**src/rtl/steal_pkg.sv**
```systemverilog
package steal_pkg;
  typedef enum logic [1:0] {
    CH_IDLE = 2'd0,
    CH_WAIT = 2'd1,
    CH_MEM  = 2'd2
  } ch_state_t;
endpackage

```
**src/rtl/steal_ptr.sv**
```systemverilog
module steal_ptr #(
  parameter int HALF_W = 18
) (
  input  logic              clk,
  input  logic              rst_n,
  input  logic              load,
  input  logic              step,
  input  logic [HALF_W-1:0] ld_addr,
  input  logic [HALF_W-1:0] ld_cnt,
  output logic [HALF_W-1:0] addr,
  output logic              cnt_zero
);
  logic [HALF_W-1:0] addr_q, addr_d, cnt_q, cnt_d;

  always_comb begin
    addr_d = addr_q;
    cnt_d  = cnt_q;
    if (load) begin
      addr_d = ld_addr;
      cnt_d  = ld_cnt;
    end else if (step) begin
      addr_d = addr_q + HALF_W'(1);
      cnt_d  = cnt_q - HALF_W'(1);
    end
  end

  always_ff @(posedge clk or negedge rst_n) begin
    if (!rst_n) begin
      addr_q <= '0;
      cnt_q  <= '0;
    end else if (load || step) begin
      addr_q <= addr_d;
      cnt_q  <= cnt_d;
    end
  end

  assign addr     = addr_q;
  assign cnt_zero = (cnt_q == '0);


  no_underflow_chk: assert property (@(posedge clk) disable iff (!rst_n)
    step |-> !cnt_zero);
endmodule

```
**src/rtl/steal_buf.sv**
```systemverilog
module steal_buf #(
  parameter int WORD_W = 36
) (
  input  logic              clk,
  input  logic              rst_n,
  input  logic              clr,
  input  logic              fill,
  input  logic [WORD_W-1:0] fill_data,
  input  logic              drain,
  output logic              full,
  output logic [WORD_W-1:0] data
);
  logic              full_q, full_d;
  logic [WORD_W-1:0] data_q;

  always_comb begin
    full_d = full_q;
    if (clr)        full_d = 1'b0;
    else if (fill)  full_d = 1'b1;
    else if (drain) full_d = 1'b0;
  end

  always_ff @(posedge clk or negedge rst_n) begin
    if (!rst_n) full_q <= 1'b0;
    else        full_q <= full_d;
  end

  always_ff @(posedge clk or negedge rst_n) begin
    if (!rst_n)    data_q <= '0;
    else if (fill) data_q <= fill_data;
  end

  assign full = full_q;
  assign data = data_q;


  no_overrun_chk: assert property (@(posedge clk) disable iff (!rst_n)
    fill |-> !full_q);

  no_underrun_chk: assert property (@(posedge clk) disable iff (!rst_n)
    drain |-> full_q);
endmodule

```
**src/rtl/steal_done.sv**
```systemverilog
module steal_done #(
  parameter bit USE_BREAK = 1'b0
) (
  input  logic clk,
  input  logic rst_n,
  input  logic done_evt,
  input  logic flag_clr,
  output logic brk_req,
  output logic prog_flag
);
  generate
    if (USE_BREAK) begin : g_brk
      logic brk_q;
      logic clr_unused;
      assign clr_unused = flag_clr;
      always_ff @(posedge clk or negedge rst_n) begin
        if (!rst_n) brk_q <= 1'b0;
        else        brk_q <= done_evt;
      end
      assign brk_req   = brk_q;
      assign prog_flag = 1'b0;


      brk_pulse_chk: assert property (@(posedge clk) disable iff (!rst_n)
        brk_q |=> !brk_q);
    end else begin : g_flag
      logic flag_q, flag_d;
      always_comb flag_d = done_evt | (flag_q & ~flag_clr);
      always_ff @(posedge clk or negedge rst_n) begin
        if (!rst_n) flag_q <= 1'b0;
        else        flag_q <= flag_d;
      end
      assign prog_flag = flag_q;
      assign brk_req   = 1'b0;


      flag_hold_chk: assert property (@(posedge clk) disable iff (!rst_n)
        flag_q && !flag_clr |=> flag_q);

      set_wins_chk: assert property (@(posedge clk) disable iff (!rst_n)
        done_evt |=> flag_q);
    end
  endgenerate
endmodule

```
**src/rtl/steal_chan.sv**
```systemverilog
module steal_chan
  import steal_pkg::*;
#(
  parameter int WORD_W    = 36,
  parameter bit USE_BREAK = 1'b0
) (
  input  logic                clk,
  input  logic                rst_n,
  input  logic                cmd_valid,
  input  logic                cmd_to_mem,
  input  logic [WORD_W-1:0]   cmd_setup,
  input  logic                insn_boundary,
  input  logic                dev_in_valid,
  input  logic [WORD_W-1:0]   dev_in_data,
  output logic                dev_in_ready,
  output logic                dev_out_valid,
  output logic [WORD_W-1:0]   dev_out_data,
  input  logic                dev_out_ready,
  output logic                mem_req,
  output logic                mem_we,
  output logic [WORD_W/2-1:0] mem_addr,
  output logic [WORD_W-1:0]   mem_wdata,
  input  logic                mem_ack,
  input  logic [WORD_W-1:0]   mem_rdata,
  input  logic                flag_clr,
  output logic                busy,
  output logic                brk_req,
  output logic                prog_flag
);
  localparam int HALF_W = WORD_W / 2;

  // reset: asserted asynchronously, released on the clock
  logic [1:0] rst_pipe;
  logic       rst_s_n;
  always_ff @(posedge clk or negedge rst_n) begin
    if (!rst_n) rst_pipe <= 2'b00;
    else        rst_pipe <= {rst_pipe[0], 1'b1};
  end
  assign rst_s_n = rst_pipe[1];

  ch_state_t         st_q, st_d;
  logic              dir_q;
  logic              load, steal_go, done_evt, step;
  logic              cnt_zero, buf_full, fill, drain;
  logic [WORD_W-1:0] buf_data, fill_data;
  logic [HALF_W-1:0] addr;

  assign load     = (st_q == CH_IDLE) && cmd_valid;
  assign steal_go = (st_q == CH_WAIT) && insn_boundary && !cnt_zero &&
                    (dir_q ? buf_full : !buf_full);
  assign done_evt = (st_q == CH_WAIT) && cnt_zero && !buf_full;
  assign step     = (st_q == CH_MEM) && mem_ack;

  always_comb begin
    st_d = st_q;
    case (st_q)
      CH_IDLE: if (cmd_valid) st_d = CH_WAIT;
      CH_WAIT: begin
        if (done_evt)      st_d = CH_IDLE;
        else if (steal_go) st_d = CH_MEM;
      end
      CH_MEM:  if (mem_ack) st_d = CH_WAIT;
      default: st_d = CH_IDLE;
    endcase
  end

  always_ff @(posedge clk or negedge rst_s_n) begin
    if (!rst_s_n) st_q <= CH_IDLE;
    else          st_q <= st_d;
  end

  always_ff @(posedge clk or negedge rst_s_n) begin
    if (!rst_s_n)  dir_q <= 1'b0;
    else if (load) dir_q <= cmd_to_mem;
  end

  assign dev_in_ready  = (st_q == CH_WAIT) && dir_q && !buf_full && !cnt_zero;
  assign dev_out_valid = !dir_q && buf_full;
  assign dev_out_data  = buf_data;

  assign fill      = (dev_in_valid && dev_in_ready) || (step && !dir_q);
  assign fill_data = dir_q ? dev_in_data : mem_rdata;
  assign drain     = (dev_out_valid && dev_out_ready) || (step && dir_q);

  steal_ptr #(.HALF_W(HALF_W)) u_ptr (
    .clk      (clk),
    .rst_n    (rst_s_n),
    .load     (load),
    .step     (step),
    .ld_addr  (cmd_setup[WORD_W-1:HALF_W]),
    .ld_cnt   (cmd_setup[HALF_W-1:0]),
    .addr     (addr),
    .cnt_zero (cnt_zero)
  );

  steal_buf #(.WORD_W(WORD_W)) u_buf (
    .clk       (clk),
    .rst_n     (rst_s_n),
    .clr       (load),
    .fill      (fill),
    .fill_data (fill_data),
    .drain     (drain),
    .full      (buf_full),
    .data      (buf_data)
  );

  steal_done #(.USE_BREAK(USE_BREAK)) u_done (
    .clk       (clk),
    .rst_n     (rst_s_n),
    .done_evt  (done_evt),
    .flag_clr  (flag_clr),
    .brk_req   (brk_req),
    .prog_flag (prog_flag)
  );

  assign mem_req   = (st_q == CH_MEM);
  assign mem_we    = (st_q == CH_MEM) && dir_q;
  assign mem_addr  = addr;
  assign mem_wdata = buf_data;
  assign busy      = (st_q != CH_IDLE);


  steal_on_boundary_chk: assert property (@(posedge clk) disable iff (!rst_s_n)
    $rose(mem_req) |-> $past(insn_boundary));

  req_hold_chk: assert property (@(posedge clk) disable iff (!rst_s_n)
    mem_req && !mem_ack |=> mem_req && $stable(mem_addr));

  one_steal_chk: assert property (@(posedge clk) disable iff (!rst_s_n)
    mem_req && mem_ack |=> !mem_req);

  busy_cmd_ignored_chk: assert property (@(posedge clk) disable iff (!rst_s_n)
    busy && cmd_valid && !mem_req |=> $stable(mem_addr) && busy);
endmodule

```
**config.mk**
```make
export PLATFORM = sky130hd
export DESIGN_NAME = steal_chan
export DESIGN_NICKNAME = d
export VERILOG_FILES = /design/src/rtl/steal_pkg.sv /design/src/rtl/steal_ptr.sv /design/src/rtl/steal_buf.sv /design/src/rtl/steal_done.sv /design/src/rtl/steal_chan.sv
export SDC_FILE = /design/constraint.sdc
export NUM_CORES = 1
export LEC_CHECK = 0
export ABC_AREA = 1
export BUFFER_PORTS_ARGS = -buffer_cell sky130_fd_sc_hd__buf_2
export CAP_MARGIN = 20
export CORE_ASPECT_RATIO = 1.2
export CORE_MARGIN = 3
export CORE_UTILIZATION = 48
export DETAILED_ROUTE_END_ITERATION = 8
export GPL_TIMING_DRIVEN = 0
export PLACE_DENSITY = 0.77
export SYNTH_ARGS = -nofsm -noshare
export SYNTH_HDL_FRONTEND = slang
export SYNTH_HIERARCHICAL = 1
export SYNTH_SLANG_ARGS = --single-unit
```
**constraint.sdc**
```tcl
create_clock -name clk -period 3.3 [get_ports clk]
set_input_delay 0.66 -clock clk [delete_from_list [all_inputs] [get_ports clk]]
set_output_delay 0.66 -clock clk [all_outputs]
set_load 0.03 [all_outputs]
```
==> metrics.yaml <==
clocking:
  clk-insertion-delay-late_ps: 340
  cts_num_sinks: 79
  cts.htree.levels: 3
  cts_tree: "yes"
  cts_resized: 0
  clockBufferDepth: 2
  post_cts_buffers: 0
  clk_pin_slew_ps: 60
  numCtsBuffers: 9
  ctsHoldBuffers: 0
  clk_root_buffer_cell: "clkbuf_16"
grt:
  grt_max_degree: 59
  grt_pass1_vias: 4880
  gr-usage-all-layers: 0.264
  grt_overflow: 0
  grt_pass1_wl_um: 23900
  antenna_found_initial: 1
sta:
  final.min_clock_period_ps: 2910
  worst_pin_slew_ps: 611
  rsz0062_at_grt: "no"
  setup_violations: 0
  worst_slack_ps: 393
  max_slew_margin: 0.593
  period_share: 0.881
  clock_skew_ps: 4.58
  fmax_mhz: 344
  finalMaxSlewViolations: 0
  finalHoldViolCount: 0
setup_path:
  worstPathRequired_ps: 2640
  end_kind: "primary output"
  rr_worst_depth: 14
  crit_chain: "inv_1 > ha_1 > nand2_1 > nor2_4 > nand4_1 > nor3_1 > inv_1 > nand4_1 > inv_1 > buf_2"
  critPathKind: "flop to primary output"
  cp_max_fo: 5
  cp_num_buf_inv: 4
  critPathMostFrequentCell: "inv_1"
  crit_slowest_cell: "dfrtp_1"
  cp.arrival_ps: 2250
  worstReg2RegStart: "u_ptr/cnt_q[0]$_DFFE_PN0P_"
  max_stage_delay_ps: 390
  rrSetupSlack_ps: 920
  regToRegEndpoint: "u_buf/data[20]$_DFFE_PN0P_"
  critical-path-top-delay-family: "simple AND/OR/NAND/NOR gates"
  worstSetupStartpointType: "flop"
pwr:
  p_int_mw: 3.30
  switching_power_mw: 3.47
  p_comb_frac: 0.575
  powerDensity_nw_per_um2: 1060
  vdd_drop_max_mv: 0.609
  power_mw: 6.77
  p_leak_nw: 3.70
  pwr-share-clk: 0.142
  p_seq_frac: 0.282
  p_sw_frac: 0.512
synthesis:
  synthesis.area_um2: 4860
  synthTopCellsByCount: "nand2_1, dfrtp_1, buf_4"
  synth_ff_type: "dfrtp_1"
  yosysTopAreaCell: "dfrtp_1"
  yosysMostFrequentCell: "nand2_1"
  yosysSeqAreaShare: 0.406
  postSynthCellCount: 677
  yosysWarnings: 6
  synth_area_leaders: "dfrtp_1, nand2_1, buf_4"
  postSynthAreaPerCell_um2: 7.19
  synth_nets: 797
  synth_top_area_frac: 0.406
  ys_types: 36
  yosys_register_bits: 79
  async_reset_ff_frac: 1.00
  synth_enable_flop_cells: 0
finish:
  final_nets: 1021
  syn_to_final_growth_pct: 31.4
  nFillCells: 911
  seq_area_um2: 1980
  multi_input_area_um2: 2290
  fin_area_um2: 6390
  layout-drive-gt1-share: 0.348
floorplan:
  die_h_um: 116
  row_count: 39
  core_um2: 9710
  io-pin-count: 214
  die_area_um2: 11400
  die_w_um: 97.9
  initial_core_util: 0.501
placement:
  place_area_um2: 6110
  hpwlAfterDp_um: 12000
  io_buffer_count: 212
  globalplace.congestion: 0.916
  pre_cts_ws_ps: 775
drt:
  first_iter_violations: 212
  routed-via-count: 5106
  wl_per_cell_um: 14.9
  drtAntennaViolNets: 0
  dr.pass1.iters: 5
  post-route-drc-count: 0
  avgViaCountPerCell: 4.96
  routed_wirelength_um: 15300
flow_run:
  cap_violations: 0
status:
  status: "completed"
worst_hold_path:
  min_path_type: "primary input to asynchronous set/reset pin"
[metrics by stage]
stage                     hold slack, ps  TNS [ps]  cells  utilization
after floorplan                      331         0    677            -
after global placement               337     -2540   1012        0.626
after detailed placement             221         0   1013        0.629
after CTS                           86.5         0   1028        0.658
after global routing                94.7         0   1029        0.658
final                               98.2         0   1029        0.658
[sequential cells by signal (all words and copies together), names as in the netlist]
name              cells
dir_q                 1
u_buf/full            1
u_buf/data           36
u_ptr/addr           18
u_ptr/cnt_q          18
rst_pipe              2
st_q                  2
u_done/prog_flag      1
[cell type report]
type,count,share of cell area
well taps,123,0.0241
flip-flops and latches,79,0.310
clock buffers,10,0.0358
repair buffers,213,0.170
clock inverters,5,0.00783
multi-input cells,496,0.358
plain buffers,61,0.0677
diodes,1,0.000391
inverters,41,0.0256
[power groups by stage]
stage | registers, mW | clock network [mW] | logic, mW
after floorplan | 2.39 | 0 | 2.28
after global placement | 1.91 | 0 | 3.82
after detailed placement | 1.91 | 0 | 3.90
after CTS | 1.90 | 0.982 | 3.91
after global routing | 1.97 | 1.03 | 4.24
final | 1.91 | 0.961 | 3.89
[kinds of logic after synthesis]
logic type | synth area share
adder cells (fa/ha/maj) | 0.00772
AND/OR/NAND/NOR | 0.362
XOR/XNOR | 0.0252
flip-flops | 0.406
other | 0.00154
AO/OA/AOI/OAI | 0.0748
buffers and inverters | 0.123
[per-layer routing]
layer  up-vias  share of wire  wire (um)  GRT usage
li1       2548              -          -          -
met1      2325           0.40       6090      0.325
met2       214           0.50       7640      0.462
met3        19          0.087       1330     0.0550
met4         0          0.017        265     0.0896
met5         -              0          0          0
[cell usage in the layout (no fill, tap or decap), types with 4 or more instances in the layout]
cell type,instances
nand2_1,320
buf_2,222
dfrtp_1,78
buf_4,43
nor2_1,36
inv_1,32
nand3_1,30
a22oi_1,23
o21ai_1,15
nand4_1,12
xor2_1,10
clkbuf_16,9
nor2_2,7
inv_2,6
clkbuf_1,5
nand2_2,5
clkinv_2,4
buf_6,4
o21bai_1,4
xnor2_1,4
[worst max-delay path by stage]
stage	startpoint	to	cells past startpoint
after floorplan	rst_pipe[1]$_DFF_PN0_	dir_q$_DFFE_PN0P_	0
after global placement	rst_pipe[1]$_DFF_PN0_	u_ptr/addr[8]$_DFFE_PN0P_	0
after detailed placement	u_ptr/cnt_q[0]$_DFFE_PN0P_	dev_in_ready	10
after CTS	u_ptr/cnt_q[0]$_DFFE_PN0P_	dev_in_ready	10
final	u_ptr/cnt_q[0]$_DFFE_PN0P_	dev_in_ready	10
after global routing	u_ptr/cnt_q[0]$_DFFE_PN0P_	dev_in_ready	10
Power figures use the tool's default switching activity.
